## config.mk

```make
export PLATFORM = sky130hd
export DESIGN_NAME = core_test_wrapper
export DESIGN_NICKNAME = d
export VERILOG_FILES = /design/src/rtl/core_test_wrapper.sv
export SDC_FILE = /design/constraint.sdc
export NUM_CORES = 1
export LEC_CHECK = 0
export CORE_UTILIZATION = 58
export CTS_BUF_LIST = sky130_fd_sc_hd__clkbuf_16
export DETAILED_ROUTE_END_ITERATION = 12
export DONT_BUFFER_PORTS = 1
export HOLD_SLACK_MARGIN = 0.06
export PLACE_DENSITY = 0.74
export SLEW_MARGIN = 0
export SYNTH_ARGS = -nofsm -noshare
export SYNTH_HDL_FRONTEND = slang
export SYNTH_SLANG_ARGS = --single-unit
```

## constraint.sdc

```tcl
create_clock -name clk -period 1.27 [get_ports clk]
set_input_delay 0.0635 -clock clk [delete_from_list [all_inputs] [get_ports clk]]
set_output_delay 0.0635 -clock clk [all_outputs]
set_load 0.02 [all_outputs]
```

## src/rtl/core_test_wrapper.sv

```systemverilog
module core_test_wrapper #(
  parameter int NUM_IN  = 4,
  parameter int NUM_OUT = 3
) (
  input  logic               clk,
  input  logic               rst_n,
  input  logic [1:0]         mode_sel,
  input  logic               shift_en,
  input  logic               capture_en,
  input  logic               update_en,
  input  logic               wsi,
  output logic               wso,
  input  logic [NUM_IN-1:0]  host_in,
  output logic [NUM_IN-1:0]  core_in,
  input  logic [NUM_OUT-1:0] core_out,
  output logic [NUM_OUT-1:0] host_out
);

  localparam int CHAIN_LEN = NUM_IN + NUM_OUT;
  localparam logic [1:0] MODE_NORMAL = 2'b00;
  localparam logic [1:0] MODE_EXT    = 2'b01;
  localparam logic [1:0] MODE_INT    = 2'b10;

  logic [CHAIN_LEN-1:0] scan_q, hold_q, cap_val, scan_d;
  logic [1:0] mode_q;
  logic ext_mode, int_mode;

  assign ext_mode = (mode_q == MODE_EXT);
  assign int_mode = (mode_q == MODE_INT);

  for (genvar i = 0; i < NUM_IN; i++) begin : g_in_cell
    assign cap_val[i] = ext_mode ? host_in[i] : scan_q[i];
  end

  for (genvar j = 0; j < NUM_OUT; j++) begin : g_out_cell
    assign cap_val[NUM_IN+j] = int_mode ? core_out[j] : scan_q[NUM_IN+j];
  end

  always_comb begin
    if (shift_en)        scan_d = {scan_q[CHAIN_LEN-2:0], wsi};
    else if (capture_en) scan_d = cap_val;
    else                 scan_d = scan_q;
  end

  always_ff @(posedge clk or negedge rst_n) begin
    if (!rst_n) begin
      scan_q <= '0;
      hold_q <= '0;
      mode_q <= MODE_NORMAL;
    end else begin
      scan_q <= scan_d;
      if (update_en) begin
        hold_q <= scan_q;
        mode_q <= mode_sel;
      end
    end
  end

  assign wso      = scan_q[CHAIN_LEN-1];
  assign core_in  = int_mode ? hold_q[NUM_IN-1:0] : host_in;
  assign host_out = ext_mode ? hold_q[CHAIN_LEN-1:NUM_IN] : core_out;


  shift_entry_chk: assert property (@(posedge clk) disable iff (!rst_n)
    shift_en |=> scan_q[0] == $past(wsi));


  shift_exit_chk: assert property (@(posedge clk) disable iff (!rst_n)
    shift_en |=> wso == $past(scan_q[CHAIN_LEN-2]));


  ext_capture_chk: assert property (@(posedge clk) disable iff (!rst_n)
    (capture_en && !shift_en && ext_mode) |=> scan_q[NUM_IN-1:0] == $past(host_in));


  int_capture_chk: assert property (@(posedge clk) disable iff (!rst_n)
    (capture_en && !shift_en && int_mode) |=> scan_q[CHAIN_LEN-1:NUM_IN] == $past(core_out));


  ext_drive_stable_chk: assert property (@(posedge clk) disable iff (!rst_n)
    (ext_mode && !update_en) |=> $stable(host_out));


  int_drive_stable_chk: assert property (@(posedge clk) disable iff (!rst_n)
    (int_mode && !update_en) |=> $stable(core_in));


  mode_hold_chk: assert property (@(posedge clk) disable iff (!rst_n)
    !update_en |=> $stable(mode_q));


  update_source_chk: assert property (@(posedge clk) disable iff (!rst_n)
    update_en |=> hold_q == $past(scan_q));

endmodule

```

==> run_summary.xml <==
<?xml version="1.0" encoding="UTF-8"?>
<metrics>
  <group name="status">
    <metric name="status" unit="">complete, but fails checks</metric>
    <metric name="violations_in_the_final_reports" unit="">negative setup slack</metric>
  </group>
  <group name="timing">
    <metric name="slew_violations" unit="">0</metric>
    <metric name="tns" unit="ns">-0.7770</metric>
    <metric name="transition_time_at_the_pin_with_the_least_slew_margin" unit="ns">0.7147</metric>
    <metric name="finalWorstSetupSlack" unit="ns">-0.1190</metric>
    <metric name="finalHoldWorstSlack" unit="ns">0.07236</metric>
    <metric name="final.setup_skew" unit="ns">0.001034</metric>
    <metric name="number_of_setup_violations_in_the_final_report" unit="">12</metric>
    <metric name="fin_crit_sh" unit="%">109.4</metric>
    <metric name="final_period_minus_worst_setup_slack" unit="ns">1.389</metric>
    <metric name="hold_viol_final" unit="">0</metric>
    <metric name="maxSlewHeadroom" unit="%">52.19</metric>
    <metric name="maxClockFrequency" unit="GHz">0.7200</metric>
    <metric name="rsz_0062_raised_after_global_routing" unit="">true</metric>
  </group>
  <group name="global_route">
    <metric name="wire_length_of_the_first_global_routing_pass" unit="µm">3243</metric>
    <metric name="grt.total_usage" unit="%">34.61</metric>
    <metric name="grt_start_max_net_pins" unit="">17</metric>
    <metric name="grt_pass1_vias" unit="">669</metric>
    <metric name="antenna_violations_before_repair" unit="">0</metric>
    <metric name="globalRouteOverflowTotal" unit="">0</metric>
  </group>
  <group name="cts">
    <metric name="clock_transition_time_at_the_flip_flop_clock_pins_of_the_worst_setup_and_hold_paths" unit="ns">0.05</metric>
    <metric name="clockRootBuffer" unit="">sky130_fd_sc_hd__clkbuf_16</metric>
    <metric name="clock-sinks" unit="">16</metric>
    <metric name="clockBufferDepth" unit="">2</metric>
    <metric name="clk-insertion-delay-late" unit="ns">0.24</metric>
    <metric name="cts.htree.levels" unit="">1</metric>
    <metric name="cts-buffers-inserted" unit="">3</metric>
    <metric name="clock_tree_from_tritoncts" unit="">done</metric>
  </group>
  <group name="pwr">
    <metric name="design_power_total" unit="mW">1.703</metric>
    <metric name="p_leak" unit="nW">0.4778</metric>
    <metric name="powerDensity" unit="mW/mm²">1512</metric>
    <metric name="vdd_drop_max" unit="µV">1431</metric>
  </group>
  <group name="setup_path">
    <metric name="timing.critical_path.arrival" unit="ns">1.33</metric>
    <metric name="critical_path.endpoint_type" unit="">output pin</metric>
    <metric name="critical-path-top-delay-family" unit="">flip-flops</metric>
    <metric name="setup.worst_path.start_class" unit="">flop</metric>
    <metric name="timing.setup.critical_path_class" unit="">reg2out</metric>
    <metric name="worstPathCellList" unit="">and2b_2, mux2_4</metric>
    <metric name="critical_path_peak_fanout" unit="">3</metric>
    <metric name="cp_slowest_cell" unit="">sky130_fd_sc_hd__dfrtp_1</metric>
    <metric name="critPathMaxStageDelay" unit="ns">0.40</metric>
    <metric name="timing.critical_path.required" unit="ns">1.21</metric>
    <metric name="cp.buffers_inverters" unit="">0</metric>
  </group>
  <group name="yosys">
    <metric name="synth_cells" unit="">68</metric>
    <metric name="seq_area_frac_synth" unit="%">51.28</metric>
    <metric name="synthesis.area_per_instance" unit="µm²">11.48</metric>
    <metric name="synth.cell_area" unit="µm²">780.7</metric>
    <metric name="synth_cell_type_count" unit="">12</metric>
    <metric name="postSynthRegisterBits" unit="">16</metric>
    <metric name="synth_warnings" unit="">0</metric>
    <metric name="synth_fp_nets" unit="">83</metric>
  </group>
  <group name="drt">
    <metric name="wl_per_cell" unit="µm">26.98</metric>
    <metric name="totalWireLength" unit="µm">2752</metric>
    <metric name="drt_iter0_drc" unit="">29</metric>
    <metric name="drt-vias-per-instance" unit="">7.020</metric>
    <metric name="drcViolationCount" unit="">0</metric>
    <metric name="first_pass_iters" unit="">4</metric>
    <metric name="antenna_violating_nets_remaining" unit="">0</metric>
    <metric name="vias" unit="">716</metric>
  </group>
  <group name="min_path">
    <metric name="holdCritPathClass" unit="">in2reg</metric>
  </group>
  <group name="layout">
    <metric name="flow.area_growth_from_synthesis" unit="%">44.23</metric>
    <metric name="postLayoutCoreUtil" unit="%">96.15</metric>
    <metric name="num-nets-final" unit="">105</metric>
    <metric name="post-route-cell-area" unit="mm²">0.001126</metric>
    <metric name="antennaDiodeCount" unit="">0</metric>
    <metric name="final_layout_size_suffix_gt1_share" unit="%">38.64</metric>
    <metric name="finish.cell_count_without_fillers" unit="">102</metric>
  </group>
  <group name="floorplanning">
    <metric name="num_io_pins" unit="">23</metric>
    <metric name="core_region_area" unit="mm²">0.001171</metric>
    <metric name="dieWidth" unit="µm">38.69</metric>
    <metric name="die_area" unit="mm²">0.001497</metric>
    <metric name="std_cell_rows" unit="">12</metric>
    <metric name="die_h" unit="µm">38.69</metric>
    <metric name="floorplan.initialDensity" unit="%">66.67</metric>
  </group>
  <group name="placement">
    <metric name="gp_congestion" unit="">0.8186</metric>
    <metric name="detailedPlace.worstSlack" unit="ns">0.05196</metric>
    <metric name="post-dp-hpwl" unit="µm">1078</metric>
    <metric name="number_of_placed_instances_with_taps_included" unit="">81</metric>
    <metric name="postPlaceCellArea" unit="µm²">797.0</metric>
    <metric name="buffer_ports.inserted" unit="">0</metric>
  </group>
  <group name="flow_run">
    <metric name="cap_violations" unit="">0</metric>
  </group>
</metrics>
-- sequential cells by signal, indices dropped and copies added (netlist names) --
register and count:
hold_q 7, scan_q 7, mode_q 2
-- cells in the mapped netlist --
master                      n  area (µm²)
sky130_fd_sc_hd__a31oi_1    3       18.77
sky130_fd_sc_hd__clkbuf_1   1       3.750
sky130_fd_sc_hd__and3b_2    1       10.01
sky130_fd_sc_hd__mux2_2    16       180.2
sky130_fd_sc_hd__buf_4      1       7.510
sky130_fd_sc_hd__nand2_1    7       26.28
sky130_fd_sc_hd__a21oi_1   11       55.05
sky130_fd_sc_hd__and2b_2    1       8.760
sky130_fd_sc_hd__buf_2      1       5.000
sky130_fd_sc_hd__dfrtp_1   16       400.4
sky130_fd_sc_hd__nor2b_1    8       50.05
sky130_fd_sc_hd__nand3b_1   2       15.01
-- cell usage in the layout, fill, tap and decap left out --
| cell | instances |
|---|---|
| sky130_fd_sc_hd__mux2_2 | 9 |
| sky130_fd_sc_hd__dfrtp_1 | 15 |
| sky130_fd_sc_hd__a31oi_4 | 2 |
| sky130_fd_sc_hd__buf_4 | 4 |
| sky130_fd_sc_hd__a21oi_1 | 8 |
| sky130_fd_sc_hd__a21oi_2 | 3 |
| sky130_fd_sc_hd__clkbuf_16 | 3 |
| sky130_fd_sc_hd__nor2b_1 | 7 |
| sky130_fd_sc_hd__nor2b_4 | 1 |
| sky130_fd_sc_hd__dfrtp_2 | 1 |
| sky130_fd_sc_hd__buf_6 | 2 |
| sky130_fd_sc_hd__a31oi_1 | 1 |
| sky130_fd_sc_hd__and3b_2 | 1 |
| sky130_fd_sc_hd__and2b_2 | 1 |
| sky130_fd_sc_hd__nand2_1 | 7 |
| sky130_fd_sc_hd__mux2_4 | 7 |
| sky130_fd_sc_hd__dlygate4sd3_1 | 14 |
| sky130_fd_sc_hd__nand3b_1 | 2 |
-- layer usage --
layer / share of wire, % / global-route usage, %
met1: 36 / 40.30
met2: 47 / 54.58
met3: 9.1 / 8.671
met4: 7.7 / 25.00
met5: 0 / 0
-- cell families after synthesis --
logic type | Yosys count | synth area share (%)
AO/OA/AOI/OAI | 14 | 9.455
buffers and inverters | 3 | 2.083
flip-flops | 16 | 51.28
multiplexers | 16 | 23.08
AND/OR/NAND/NOR | 19 | 14.10
-- cell type report --
cell class	count	area [µm²]
sequential	16	401.6
clock buffer	3	75.07
multi-input combinational	49	439.2
timing repair buffer	20	192.7
fill	23	45.04
tap	14	17.52
-- final timing paths --
path / cells past startpoint / slack, ns / end / startpoint
max in group asynchronous: 1 / 0.46 / mode_q[0]$_DFFE_PN0P_ / rst_n
min in group asynchronous: 1 / 0.32 / scan_q[2]$_DFFE_PN0P_ / rst_n
min: 2 / 0.07 / scan_q[5]$_DFFE_PN0P_ / capture_en
min reg2reg: 1 / 0.52 / hold_q[3]$_DFFE_PN0P_ / hold_q[3]$_DFFE_PN0P_
max: 2 / -0.12 / host_out[2] / mode_q[1]$_DFFE_PN0P_
max reg2reg: 5 / -0.04 / scan_q[6]$_DFFE_PN0P_ / mode_q[0]$_DFFE_PN0P_
-- power breakdown --
part           switching, mW  leakage [nW]  internal (mW)
clock                  0.188        0.0370          0.413
combinational          0.210         0.266          0.203
sequential            0.0865         0.175          0.603
total                  0.484         0.478           1.22
-- what timing repair did --
action | 4_1_cts | 5_1_grt
hold endpoints to repair | 32 | 1
buffers inserted | 3 | 2
resized for setup | 9 | 10
setup endpoints to repair | 7 | 11
pin swaps | 0 | 4
hold buffers | 14 | 1
(Power assumes the default switching activity.)
